<file path="config.mk">
export PLATFORM = sky130hd
export DESIGN_NAME = pulse_match_timer
export DESIGN_NICKNAME = d
export VERILOG_FILES = /design/src/rtl/pwt_pkg.sv /design/src/rtl/pwt_tick_mux.sv /design/src/rtl/pwt_edge_detect.sv /design/src/rtl/pwt_counter.sv /design/src/rtl/pulse_match_timer.sv
export SDC_FILE = /design/constraint.sdc
export NUM_CORES = 1
export LEC_CHECK = 0
export BUFFER_PORTS_ARGS = -buffer_cell sky130_fd_sc_hd__buf_4
export CAP_MARGIN = 30
export CORE_MARGIN = 8
export CORE_UTILIZATION = 54
export CTS_CLUSTER_DIAMETER = 80
export DETAILED_ROUTE_END_ITERATION = 16
export PLACE_DENSITY = 0.88
export SLEW_MARGIN = 20
export SYNTH_ARGS = -nofsm -noshare
export SYNTH_HDL_FRONTEND = slang
export SYNTH_SLANG_ARGS = --single-unit
</file>
<file path="constraint.sdc">
create_clock -name clk -period 4.8 [get_ports clk]
set_input_delay 0.48 -clock clk [delete_from_list [all_inputs] [get_ports clk]]
set_output_delay 0.48 -clock clk [all_outputs]
set_load 0.05 [all_outputs]
</file>
<file path="src/rtl/pwt_pkg.sv">
package pwt_pkg;
  typedef enum logic [1:0] {
    EDGE_RISE  = 2'b00,
    EDGE_FALL  = 2'b01,
    EDGE_BOTH  = 2'b10,
    EDGE_BOTH2 = 2'b11
  } edge_sel_e;
endpackage

</file>
<file path="src/rtl/pwt_tick_mux.sv">
module pwt_tick_mux (
  input  logic tick_fast,
  input  logic tick_slow,
  input  logic rate_sel,
  output logic tick
);
  always_comb begin
    tick = rate_sel ? tick_slow : tick_fast;
  end
endmodule

</file>
<file path="src/rtl/pwt_edge_detect.sv">
module pwt_edge_detect #(
  parameter int STAGES = 2
) (
  input  logic       clk,
  input  logic       rst_n,
  input  logic       din,
  input  logic [1:0] edge_mode,
  output logic       hit
);
  import pwt_pkg::*;

  localparam int TOP = STAGES - 1;

  logic [TOP:0] sync_q, sync_d;
  logic         last_q, last_d;
  logic         rise, fall;

  generate
    if (STAGES > 1) begin : g_chain
      always_comb sync_d = {sync_q[TOP-1:0], din};
    end else begin : g_single
      always_comb sync_d = din;
    end
  endgenerate

  always_comb begin
    last_d = sync_q[TOP];
    rise   = sync_q[TOP] & ~last_q;
    fall   = ~sync_q[TOP] & last_q;
    unique case (edge_sel_e'(edge_mode))
      EDGE_RISE: hit = rise;
      EDGE_FALL: hit = fall;
      default:   hit = rise | fall;
    endcase
  end

  always_ff @(posedge clk or negedge rst_n) begin
    if (!rst_n) begin
      sync_q <= '0;
      last_q <= 1'b0;
    end else begin
      sync_q <= sync_d;
      last_q <= last_d;
    end
  end
endmodule

</file>
<file path="src/rtl/pwt_counter.sv">
module pwt_counter #(
  parameter int W = 8
) (
  input  logic         clk,
  input  logic         rst_n,
  input  logic         tick,
  input  logic         hit,
  input  logic         pw_en,
  input  logic         rate_sel,
  input  logic [W-1:0] cmp_val,
  output logic [W-1:0] count,
  output logic [W-1:0] capture,
  output logic         irq
);
  localparam logic [W-1:0] ONE  = W'(1);
  localparam logic [W-1:0] FULL = '1;

  logic [W-1:0] cnt_q, cnt_d, cap_q, cap_d, inc;
  logic         irq_q, irq_d;
  logic         pw_q, rate_q, cfg_chg;

  always_comb begin
    cfg_chg = (pw_en != pw_q) || (rate_sel != rate_q);
    inc     = cnt_q + ONE;
    cnt_d   = cnt_q;
    cap_d   = cap_q;
    irq_d   = 1'b0;
    if (cfg_chg) begin
      cnt_d = '0;
    end else if (pw_en) begin
      if (hit) begin
        cap_d = cnt_q;
        cnt_d = '0;
        irq_d = 1'b1;
      end else if (tick && (cnt_q != FULL)) begin
        cnt_d = inc;
      end
    end else if (tick) begin
      if (inc == cmp_val) begin
        cnt_d = '0;
        irq_d = 1'b1;
      end else begin
        cnt_d = inc;
      end
    end
  end

  always_ff @(posedge clk or negedge rst_n) begin
    if (!rst_n) begin
      cnt_q  <= '0;
      cap_q  <= '0;
      irq_q  <= 1'b0;
      pw_q   <= 1'b0;
      rate_q <= 1'b0;
    end else begin
      cnt_q  <= cnt_d;
      cap_q  <= cap_d;
      irq_q  <= irq_d;
      pw_q   <= pw_en;
      rate_q <= rate_sel;
    end
  end

  assign count   = cnt_q;
  assign capture = cap_q;
  assign irq     = irq_q;

  assert_irq_zero_count_R3: assert property (@(posedge clk) disable iff (!rst_n)
    irq |-> (count == '0));

  assert_no_tick_hold_R2: assert property (@(posedge clk) disable iff (!rst_n)
    (!pw_en && !tick && !cfg_chg) |=> ($stable(count) && !irq));

  assert_edge_restart_R5: assert property (@(posedge clk) disable iff (!rst_n)
    (pw_en && hit && !cfg_chg) |=> (irq && count == '0));

  assert_saturate_R7: assert property (@(posedge clk) disable iff (!rst_n)
    (pw_en && count == FULL && !hit && !cfg_chg) |=> (count == FULL));

  assert_cfg_clear_R9: assert property (@(posedge clk) disable iff (!rst_n)
    cfg_chg |=> (count == '0 && !irq));

  assert_capture_hold_R11: assert property (@(posedge clk) disable iff (!rst_n)
    !pw_en |=> $stable(capture));
endmodule

</file>
<file path="src/rtl/pulse_match_timer.sv">
module pulse_match_timer #(
  parameter int CNT_W       = 8,
  parameter int SYNC_STAGES = 2
) (
  input  logic             clk,
  input  logic             rst_n,
  input  logic             tick_fast,
  input  logic             tick_slow,
  input  logic             rate_sel,
  input  logic             pw_en,
  input  logic [1:0]       edge_mode,
  input  logic [CNT_W-1:0] cmp_val,
  input  logic             sense_in,
  output logic [CNT_W-1:0] count,
  output logic [CNT_W-1:0] capture,
  output logic             irq
);
  logic tick_sel;
  logic edge_hit;

  pwt_tick_mux u_tick (
    .tick_fast (tick_fast),
    .tick_slow (tick_slow),
    .rate_sel  (rate_sel),
    .tick      (tick_sel)
  );

  pwt_edge_detect #(.STAGES(SYNC_STAGES)) u_edge (
    .clk       (clk),
    .rst_n     (rst_n),
    .din       (sense_in),
    .edge_mode (edge_mode),
    .hit       (edge_hit)
  );

  pwt_counter #(.W(CNT_W)) u_cnt (
    .clk      (clk),
    .rst_n    (rst_n),
    .tick     (tick_sel),
    .hit      (edge_hit),
    .pw_en    (pw_en),
    .rate_sel (rate_sel),
    .cmp_val  (cmp_val),
    .count    (count),
    .capture  (capture),
    .irq      (irq)
  );
endmodule

</file>
==> results.toml, run 1 <==
[outcome]
status = "finished clean"

[floorplanning]
dieArea_um2 = 3970
ios = 34
die_w_um = 63.0
rows = 17
die_y_um = 63.0
coreArea_um2 = 2150
initial_core_util_pct = 55.5

[critical_path]
worst_path_max_delay_cell = "dfrtp_1"
r2r_setup_slack_ns = 2.40
crit_path_max_incr_delay_ns = 0.56
required_ns = 5.01
crit_chain = "ha_1, xor3_1, or4_1, a211oi_2, a31oi_1, a22o_1"
reg2reg_depth = 6
r2r-end = "u_cnt.count[1]"
worstSetupPathType = "reg2reg"
endpoint = "u_cnt.count[1]"
endpoint_kind = "register"
crit-reg2reg-launch = "u_cnt.count[0]"
path_buf_inv = 0
worstPathArrival_ns = 2.61
critical_path_depth = 6
critPathLaunchType = "register"
path_max_fanout = 10
crit_family = "compound AO/OA/AOI/OAI gates"
cp-startpoint = "u_cnt.count[0]"

[cells_and_area]
drive_above_1_share_pct = 34.3
fill_cells = 156
nets = 164
antenna_cells = 0
final_cells = 171
ff_latch_area_um2 = 551
synthToLayoutAreaGrowth_pct = 24.8
multi_input_area_um2 = 611

[route]
first_pass_iters = 4
drt-initial-drc-count = 32
via_per_inst = 5.71
vias = 977
wl_per_cell_um = 16.2
ant_nets = 0
wl_um = 2780
drc = 0

[synthesis]
ys_types = 35
ys_seq_elements = 22
synth.area.top_cells = "dfrtp_1 (46%), mux2_2 (8.5%), xor2_1 (6.6%)"
synth_fp_nets = 130
yosysWarnings = 0
yosys.area.top_type = "dfrtp_1"
syn_inst = 110
async_flop_share_pct = 100
ys_seq_area_share_pct = 46.2
synth_top_flop_cell = "dfrtp_1"
syn_area_per_cell_um2 = 10.8
synth_top_area_share_pct = 46.2
synth_area_um2 = 1190
synth-edff-count = 0

[sta]
min_period_over_period_pct = 50.0
fin_skew_ns = 0.000835
fin_crit_ns = 2.40
setup_tns_ns = 0
rsz0062_at_grt = "no"
tightestPinTransition_ns = 0.646
fmax_ghz = 0.417
final-setup-viol-count = 0
max_slew_margin_pct = 56.7
drv_slew = 0
hold_viol_final = 0

[place]
dpl.hpwl_um = 2160
place_inst = 167
gp_congestion = 0.897
port_buffers = 33

[min_path]
hold_path.class = "in2async"

[clock_network]
htreeDepth = 1
clock_sinks = 22
root_buffer = "clkbuf_4"
cts_post_setup_buffers_inserted = 0
post_cts_resize_count = 0
cts_hold_buf = 0
cts_buffers = 3
cts_tree = "done"
clk_latency_ns = 0.30
clockBufferDepth = 2
clk_pin_slew_worst_paths_ns = 0.12

[grt]
antenna_found_initial = 0
grt_pass1_vias = 1018
grt_first_pass_wirelength_um = 4820
grt_max_degree = 23
grt_usage_pct = 14.6
grt_overflow = 0

[pwr]
cellPowerDensity_nw_per_um2 = 237
ir_drop_uv = 165
p_leak_nw = 0.734

[flow_run]
max-cap-violations = 0
-- through the flow --
step / power [mW] / hold slack, ns / setup slack (ns) / utilization, % / cell area [um2]
global route: 0.367 / 0.0380 / 2.29 / 69.2 / 1490
finish: 0.353 / 0.0326 / 2.40 / 69.2 / 1490
floorplan: 0.229 / 0.184 / 2.37 / - / 1190
CTS: 0.352 / 0.0513 / 2.43 / 69.2 / 1490
detailed placement: 0.255 / 0.343 / 2.47 / 67.6 / 1450
global placement: 0.252 / 0.335 / 2.55 / 67.6 / 1450
-- report_power, final --
part | switching [mW] | internal [mW]
combinational | 0.0327 | 0.0238
sequential | 0.00429 | 0.190
clock | 0.0558 | 0.0463
total | 0.0928 | 0.260
-- state kept, by name, indices dropped and copies added (netlist names) --
signal	flops
u_cnt.irq	1
u_cnt.count	8
u_edge.last_q	1
u_edge.sync_q	2
u_cnt.rate_q	1
u_cnt.capture	8
u_cnt.pw_q	1
-- cells in the final DEF (no fill, tap or decap), drive strengths merged, types with 3 or more instances in the layout --
master  instances
and3            3
xor2            9
dfrtp          22
xnor2           6
ha              3
nor3            3
nor2            3
nand2          11
nand3           6
clkbuf          4
o21ai           7
buf            33
mux2            9
-- layer usage --
layer	vias up	global-route usage, %	share of wire, %
met5	-	0	0
met4	0	6.55	1.4
met3	4	2.69	5.4
met2	36	25.5	53
met1	483	16.8	40
li1	454	-	-
-- cell type report --
class	count	share of cell area, %
clock buffer	4	2.44
inverter	2	0.505
multi-input combinational	82	41.0
sequential	22	37.0
timing repair buffer	33	16.7
tap	28	2.35
-- logic make-up after synthesis --
kind of cell	Yosys count	synth area share, %
and+or+nand+nor	36	16.2
DFF	22	46.2
AOI/OAI and AO/OA	17	9.55
xor gates and xnor gates	16	13.0
muxes	10	9.34
buffers and inverters	6	2.62
adders and majority gates	3	3.15
-- how the worst min path moves through the flow --
stage / cells past startpoint / to / slack [ns] / startpoint
finish: 1 / u_cnt.rate_q / 0.03 / rst_n
CTS: 1 / u_cnt.count[5] / 0.05 / rst_n
global placement: 0 / u_edge.sync_q[1] / 0.34 / u_edge.sync_q[0]
floorplan: 0 / u_cnt.capture[0] / 0.18 / rst_n
detailed placement: 0 / u_edge.sync_q[1] / 0.34 / u_edge.sync_q[0]
global route: 1 / u_cnt.count[5] / 0.04 / rst_n
-- cells in the mapped netlist (2+ instances only) --
library cell	instances
o21ai_0	6
nand2_1	11
xor2_1	9
mux2_2	9
nor3_1	2
xnor2_1	6
or4_1	2
nand2b_1	2
nand3b_1	2
inv_1	2
nor2_1	3
a21oi_1	2
nand3_1	6
ha_1	3
dfrtp_1	22
and2_1	2
and3_1	2
clkbuf_1	2
No activity file was read; power rests on OpenSTA's default activity.
==> run 2, diff against run 1 <==
--- a/config.mk
+++ b/config.mk
@@ -5,13 +5,14 @@
 export SDC_FILE = /design/constraint.sdc
 export NUM_CORES = 1
 export LEC_CHECK = 0
+export ABC_AREA = 1
 export BUFFER_PORTS_ARGS = -buffer_cell sky130_fd_sc_hd__buf_4
 export CAP_MARGIN = 30
 export CORE_MARGIN = 8
-export CORE_UTILIZATION = 54
+export CORE_UTILIZATION = 47
 export CTS_CLUSTER_DIAMETER = 80
 export DETAILED_ROUTE_END_ITERATION = 16
-export PLACE_DENSITY = 0.88
+export PLACE_DENSITY = 0.81
 export SLEW_MARGIN = 20
 export SYNTH_ARGS = -nofsm -noshare
 export SYNTH_HDL_FRONTEND = slang
==> constraint.sdc (replaced) <==
create_clock -name clk -period 1.9 [get_ports clk]
set_input_delay 0.19 -clock clk [delete_from_list [all_inputs] [get_ports clk]]
set_output_delay 0.19 -clock clk [all_outputs]
set_load 0.05 [all_outputs]
==> run 2 against run 1 <==
Register-to-register slack worse by 2.3 ns. Flip-flop and latch count is the same. Combinational power grew to 3.6 times the previous value. Critical endpoint is now u_cnt.count[7]. Clock skew rose by 0.0011 ns. Synthesized cell count rose by 67%. Clock power increased to 3.5 times the previous value. Sequential power rose to 2.6 times the previous value. Global-route usage decreased by 0.93 points. Power rose to 3.0 times the previous value.
==> results.toml, run 2 <==
[outcome]
status = "finished clean"

[synthesis]
synth_area_um2 = 1330
async_flop_share_pct = 100
ys_types = 26
ys_seq_area_share_pct = 41.5
synth.area.top_cells = "dfrtp_1 (42%), nand2_1 (20%), inv_1 (6.5%)"
yosys.area.top_type = "dfrtp_1"
synth_top_area_share_pct = 41.5
synth_fp_nets = 204
synth_top_flop_cell = "dfrtp_1"
synthMostInstantiatedCell = "nand2_1"
synth-edff-count = 0
synthTopCellsByCount = "nand2_1 (70), inv_1 (23), dfrtp_1 (22)"
syn_inst = 184
ys_seq_elements = 22
syn_area_per_cell_um2 = 7.20
yosysWarnings = 0

[grt]
grt_pass1_vias = 1258
grt_overflow = 0
grt_usage_pct = 13.7
grt_max_degree = 23
antenna_found_initial = 0
grt_first_pass_wirelength_um = 5600

[floorplanning]
coreArea_um2 = 2710
dieArea_um2 = 4770
initial_core_util_pct = 48.9
die_w_um = 69.1
die_y_um = 69.1
ios = 34
rows = 19

[sta]
final-setup-viol-count = 0
setup_tns_ns = 0
tightestPinTransition_ns = 0.323
hold_slack_ns = 0.0462
fmax_ghz = 0.569
fin_crit_ns = 1.76
drv_slew = 0
hold_viol_final = 0
max_slew_margin_pct = 78.4
min_period_over_period_pct = 92.5
rsz0062_at_grt = "no"
fin_skew_ns = 0.00197

[critical_path]
critPathLaunchType = "register"
required_ns = 2.12
path_max_fanout = 8
worstPathArrival_ns = 1.98
endpoint_kind = "register"
worstSetupPathType = "reg2reg"

[min_path]
hold_path.class = "in2reg"

[cells_and_area]
fill_cells = 242
final_cells = 257
multi_input_area_um2 = 683
final_common_cell = "nand2_1"
layout_common_cells = "nand2_1 (70), buf_4 (36), inv_1 (23), dfrtp_1 (20), nand3_1 (15)"
drive_above_1_share_pct = 22.6
nets = 247
ff_latch_area_um2 = 553
synthToLayoutAreaGrowth_pct = 29.4
antenna_cells = 0

[route]
first_pass_iters = 6
wl_um = 3300
ant_nets = 0
vias = 1324
drc = 0
wl_per_cell_um = 12.8
drt-initial-drc-count = 73
via_per_inst = 5.15

[clock_network]
cts_tree = "done"
root_buffer = "clkbuf_4"
clk_latency_ns = 0.31
cts_buffers = 3
post_cts_resize_count = 0
htreeDepth = 1
clockBufferDepth = 2
clock_sinks = 22
clk_pin_slew_worst_paths_ns = 0.12

[place]
gp_congestion = 0.864
dpl.hpwl_um = 2450
place_inst = 247
port_buffers = 33

[pwr]
ir_drop_uv = 575
cellPowerDensity_nw_per_um2 = 617
p_leak_nw = 0.887

[flow_run]
max-cap-violations = 0
-- run 2: changes by cell type in the layout (fill, tap and decap cells not counted), moves of 4 or more --
cell	change
xnor2_1	-6
nand2_1	+59
mux2_2	-9
inv_1	+21
nor2_1	+6
nand3_1	+9
o21ai_1	+8
xor2_1	-8
o21ai_0	-4
nor3_1	+7
-- run 2: stage by stage --
step | area (um2) | util, % | power (mW) | setup slack, ns
after floorplan | 1330 | - | 0.621 | 0.129
after global placement | 1610 | 59.4 | 0.697 | 0.159
after detailed placement | 1610 | 59.4 | 0.699 | 0.155
after CTS | 1690 | 62.4 | 1.07 | 0.121
after global routing | 1710 | 63.3 | 1.11 | 0.00129
final | 1710 | 63.3 | 1.06 | 0.143
-- run 2: final timing paths --
check	startpoint	end	slack, ns	cells after the start
max	u_cnt.count[0]	u_cnt.count[7]	0.14	9
min	pw_en	u_cnt.pw_q	0.05	1
max reg2reg	u_cnt.count[0]	u_cnt.count[7]	0.14	9
min reg2reg	u_edge.sync_q[0]	u_edge.sync_q[1]	0.36	0
max in group asynchronous	rst_n	u_cnt.count[1]	1.38	2
min in group asynchronous	rst_n	u_cnt.count[2]	0.28	2
-- run 2: logic make-up (layout without fill, tap and decap cells) --
kind of cell | count (synthesis) | in the layout | synth area share (%)
adder cells (fa/ha/maj) | 3 | 3 | 2.83
flip-flops | 22 | 22 | 41.5
multiplexers | 1 | 1 | 0.755
buffers and inverters | 24 | 66 | 6.89
AND/OR/NAND/NOR | 118 | 118 | 40.3
AO/OA/AOI/OAI | 15 | 15 | 6.99
XOR/XNOR | 1 | 1 | 0.661
-- run 2: worst max-delay path, stage by stage, from the launching register on --
cell      delay (ns)
dfrtp_2         0.42
ha_1            0.20
nand3_1         0.13
o21bai_1        0.22
and2_1          0.22
nor2_2          0.07
nor2_2          0.14
nand3_4         0.13
nand2_1         0.10
nand2_1         0.05
-- run 2: layout make-up --
class | instances | share of cell area, %
clock inverters | 1 | 1.75
well taps | 31 | 2.26
multi-input cells | 138 | 39.9
flip-flops and latches | 22 | 32.3
repair buffers | 39 | 17.5
clock buffers | 3 | 1.31
inverters | 23 | 5.04
-- run 2: layer usage --
metal  part of all wire [%]  track usage (%)
met1                     43             16.1
met2                     47             23.0
met3                    8.8             4.72
met5                      0                0
met4                   0.88             3.87
-- run 2: power breakdown --
| part | leakage (nW) | total, mW | internal, mW | switching [mW] |
|---|---|---|---|---|
| sequential | 0.290 | 0.496 | 0.486 | 0.00980 |
| combinational | 0.570 | 0.202 | 0.0728 | 0.129 |
| clock | 0.0279 | 0.359 | 0.213 | 0.146 |
-- run 2: timing repair --
action | in CTS | in global routing
buffers inserted | 0 | 3
hold buffers | 3 | 0
endpoints found under the hold margin | 24 | 0
setup endpoints to repair | 0 | 8
==> run 3, diff against run 2 <==
--- a/config.mk
+++ b/config.mk
@@ -9,11 +9,12 @@
 export BUFFER_PORTS_ARGS = -buffer_cell sky130_fd_sc_hd__buf_4
 export CAP_MARGIN = 30
 export CORE_MARGIN = 8
-export CORE_UTILIZATION = 47
+export CORE_UTILIZATION = 46
 export CTS_CLUSTER_DIAMETER = 80
 export DETAILED_ROUTE_END_ITERATION = 16
-export PLACE_DENSITY = 0.81
+export PLACE_DENSITY = 0.8
 export SLEW_MARGIN = 20
 export SYNTH_ARGS = -nofsm -noshare
 export SYNTH_HDL_FRONTEND = slang
+export SYNTH_HIERARCHICAL = 1
 export SYNTH_SLANG_ARGS = --single-unit
==> run 3 against run 2 <==
Register-to-register slack hardly changed. Fmax grew 0.18%. Synthesized cell count is 6.5% lower. Combinational power is 3% higher. Cell count decreased by 4.7%. Clock skew rose by 0.0074 ns. Via count shrank 6.9%. Critical path type unchanged. Count of clock-buffer cells in the layout is 1 higher.
==> results.toml, run 3 <==
[synthesis]
ys_seq_elements = 22
synth_fp_nets = 192
synth-adder-area-share_pct = 2.97
synthMostInstantiatedCell = "nand2_1"
synthSimpleGateAreaFrac_pct = 38.8
synth.area.mux_share_pct = 0.892
yosys.area.top_type = "dfrtp_1"
synth-edff-count = 0
ys_types = 22
yosysWarnings = 6
synth.area.top_cells = "dfrtp_1 (44%), nand2_1 (19%), nand3_1 (7.5%)"
synthTopCellsByCount = "nand2_1 (63), dfrtp_1 (22), inv_1 (21)"
synth_top_family_by_area = "simple AND/OR/NAND/NOR gates"
synth_top_flop_cell = "dfrtp_1"
syn_area_per_cell_um2 = 7.34
synth_compound_area_share_pct = 5.75
synth_top_area_share_pct = 43.6
synth_area_um2 = 1260
async_flop_share_pct = 100
ys_seq_area_share_pct = 43.6
syn_inst = 172
synth-xor-area-share_pct = 1.39

[grt]
grt_use_met3_pct = 2.95
grt.met1_usage_pct = 17.5
grt_busiest_layer = "met2"
grt_first_pass_wirelength_um = 4950
grt_max_degree = 23
grt_overflow = 0
grt_pass1_vias = 1128
antenna_found_initial = 0
grt_use_met2_pct = 21.4
grt_usage_pct = 13.5

[pwr]
p_int_mw = 0.682
clockPowerShare_pct = 26.5
ir_drop_uv = 424
p_leak_nw = 0.861
switching_power_mw = 0.277
switching_share_pct = 28.9
cellPowerDensity_nw_per_um2 = 586
comb_power_share_pct = 21.7
seqPwrFrac_pct = 51.8

[sta]
layout_setup_ws_ns = 0.146
rsz0062_at_grt = "no"
setup_tns_ns = 0
fin_crit_ns = 1.75
fmax_ghz = 0.570
fin_skew_ns = 0.00937
final-setup-viol-count = 0
min_period_over_period_pct = 92.3
drv_slew = 0
hold_viol_final = 0
hold_slack_ns = 0.0244
tightestPinTransition_ns = 0.285
max_slew_margin_pct = 81.0

[route]
wl_um = 2960
drt-initial-drc-count = 41
vias = 1232
first_pass_iters = 4
drc = 0
via_per_inst = 5.03
wl_per_cell_um = 12.1
ant_nets = 0

[critical_path]
reg2reg_depth = 10
required_ns = 2.10
crit_chain = "ha_1, inv_1, a21oi_1, nand3_1, nor2_1, nand3_1, nor2_2, nand3_4, nand3_1, nand2_1"
worst_path_max_delay_cell = "dfrtp_2"
worstPathArrival_ns = 1.95
crit_path_max_incr_delay_ns = 0.45
crit-reg2reg-launch = "u_cnt/count[1]"
r2r_setup_slack_ns = 0.15
crit_family = "simple AND/OR/NAND/NOR gates"
crit_top_cell = "nand3_1"
r2r-end = "u_cnt/count[0]"
path_max_fanout = 9
critPathLaunchType = "register"
path_buf_inv = 1
endpoint_kind = "register"
worstSetupPathType = "reg2reg"

[min_path]
min_from = "rate_sel"
hold_depth = 1
hold-path-endpoint = "u_cnt/rate_q"
hold_path.class = "in2reg"

[cells_and_area]
drive_above_1_share_pct = 25.7
fill_cells = 253
antenna_cells = 0
layout_common_cells = "nand2_1 (62), buf_4 (37), inv_1 (21), dfrtp_1 (20), nand3_1 (19)"
ff_latch_area_um2 = 553
final_common_cell = "nand2_1"
multi_input_area_um2 = 631
synthToLayoutAreaGrowth_pct = 29.5
nets = 235

[clock_network]
clockBufferDepth = 2
htreeDepth = 1
root_buffer = "clkbuf_4"
cts_tree = "done"
clock_sinks = 22
cts_buffers = 3
clk_pin_slew_worst_paths_ns = 0.12
clk_latency_ns = 0.30

[place]
gp_congestion = 0.863
port_buffers = 33
dp_slack_ns = 0.111
dpl.hpwl_um = 2280

[floorplanning]
die_w_um = 68.4
die_y_um = 68.4
coreArea_um2 = 2690
dieArea_um2 = 4680
ios = 34
initial_core_util_pct = 47.0
rows = 19

[flow_run]
max-cap-violations = 0

[outcome]
status = "finished clean"
==> run 3: cell count changes after synthesis, sizes merged, moves of 2 or more <==
cell / previous run / this run
nand3: 17 / 21
inv: 23 / 21
nand2: 71 / 65
nor2: 13 / 16
xnor2: 0 / 2
nor3: 9 / 0
==> run 3: stage by stage <==
stage	utilization, %	cells	area, um2	total power [mW]
6_report	60.9	245	1640	0.959
3_3_place_gp	58.1	237	1560	0.703
2_1_floorplan	-	172	1260	0.622
3_5_place_dp	58.1	237	1560	0.706
5_1_grt	60.9	245	1640	1.01
4_1_cts	60.2	243	1620	0.960
==> run 3: final cells by class <==
| class | instances | share of cell area, % |
|---|---|---|
| well taps | 31 | 2.37 |
| flip-flops and latches | 22 | 33.8 |
| inverters | 21 | 4.82 |
| clock buffers | 4 | 2.22 |
| multi-input cells | 128 | 38.6 |
| repair buffers | 39 | 18.2 |
==> run 3: worst max path at each step <==
stage / startpoint / end / slack, ns / cells after the start
finish: u_cnt/count[1] / u_cnt/count[0] / 0.15 / 10
CTS: u_edge/sync_q[1] / u_cnt/count[2] / 0.09 / 13
global route: u_edge/sync_q[1] / u_cnt/count[4] / 0.02 / 13
global placement: u_edge/sync_q[1] / u_cnt/count[2] / 0.12 / 13
detailed placement: u_edge/sync_q[1] / u_cnt/count[2] / 0.11 / 13
floorplan: u_cnt/count[2] / u_cnt/count[0] / 0.11 / 9
==> run 3: cells by family (layout without fill, tap and decap cells) <==
group / after synthesis / count (layout)
buffers and inverters: 22 / 64
muxes: 1 / 1
adders and majority gates: 3 / 3
and+or+nand+nor: 109 / 109
xor gates and xnor gates: 2 / 2
DFF: 22 / 22
AOI/OAI and AO/OA: 13 / 13
==> run 3: repair_timing <==
action | 4_1_cts | 5_1_grt
setup endpoints to repair | 0 | 8
hold buffers | 2 | 0
hold endpoints to repair | 23 | 0
setup buffers | 0 | 2
gates resized for setup | 0 | 1
==> run 3: per-layer routing <==
layer | vias up | wire, um | share of wire (%)
met1 | 554 | 1310 | 44
met3 | 2 | 277 | 9.3
li1 | 627 | - | -
met2 | 49 | 1350 | 46
met4 | 0 | 19 | 0.64
met5 | - | 0 | 0
==> run 3: power groups by stage <==
| stage | combinational (mW) | clock [mW] | sequential [mW] |
|---|---|---|---|
| after global routing | 0.227 | 0.286 | 0.499 |
| after detailed placement | 0.199 | 0 | 0.507 |
| final | 0.208 | 0.254 | 0.496 |
| after floorplan | 0.0700 | 0 | 0.552 |
| after CTS | 0.203 | 0.260 | 0.498 |
| after global placement | 0.197 | 0 | 0.506 |
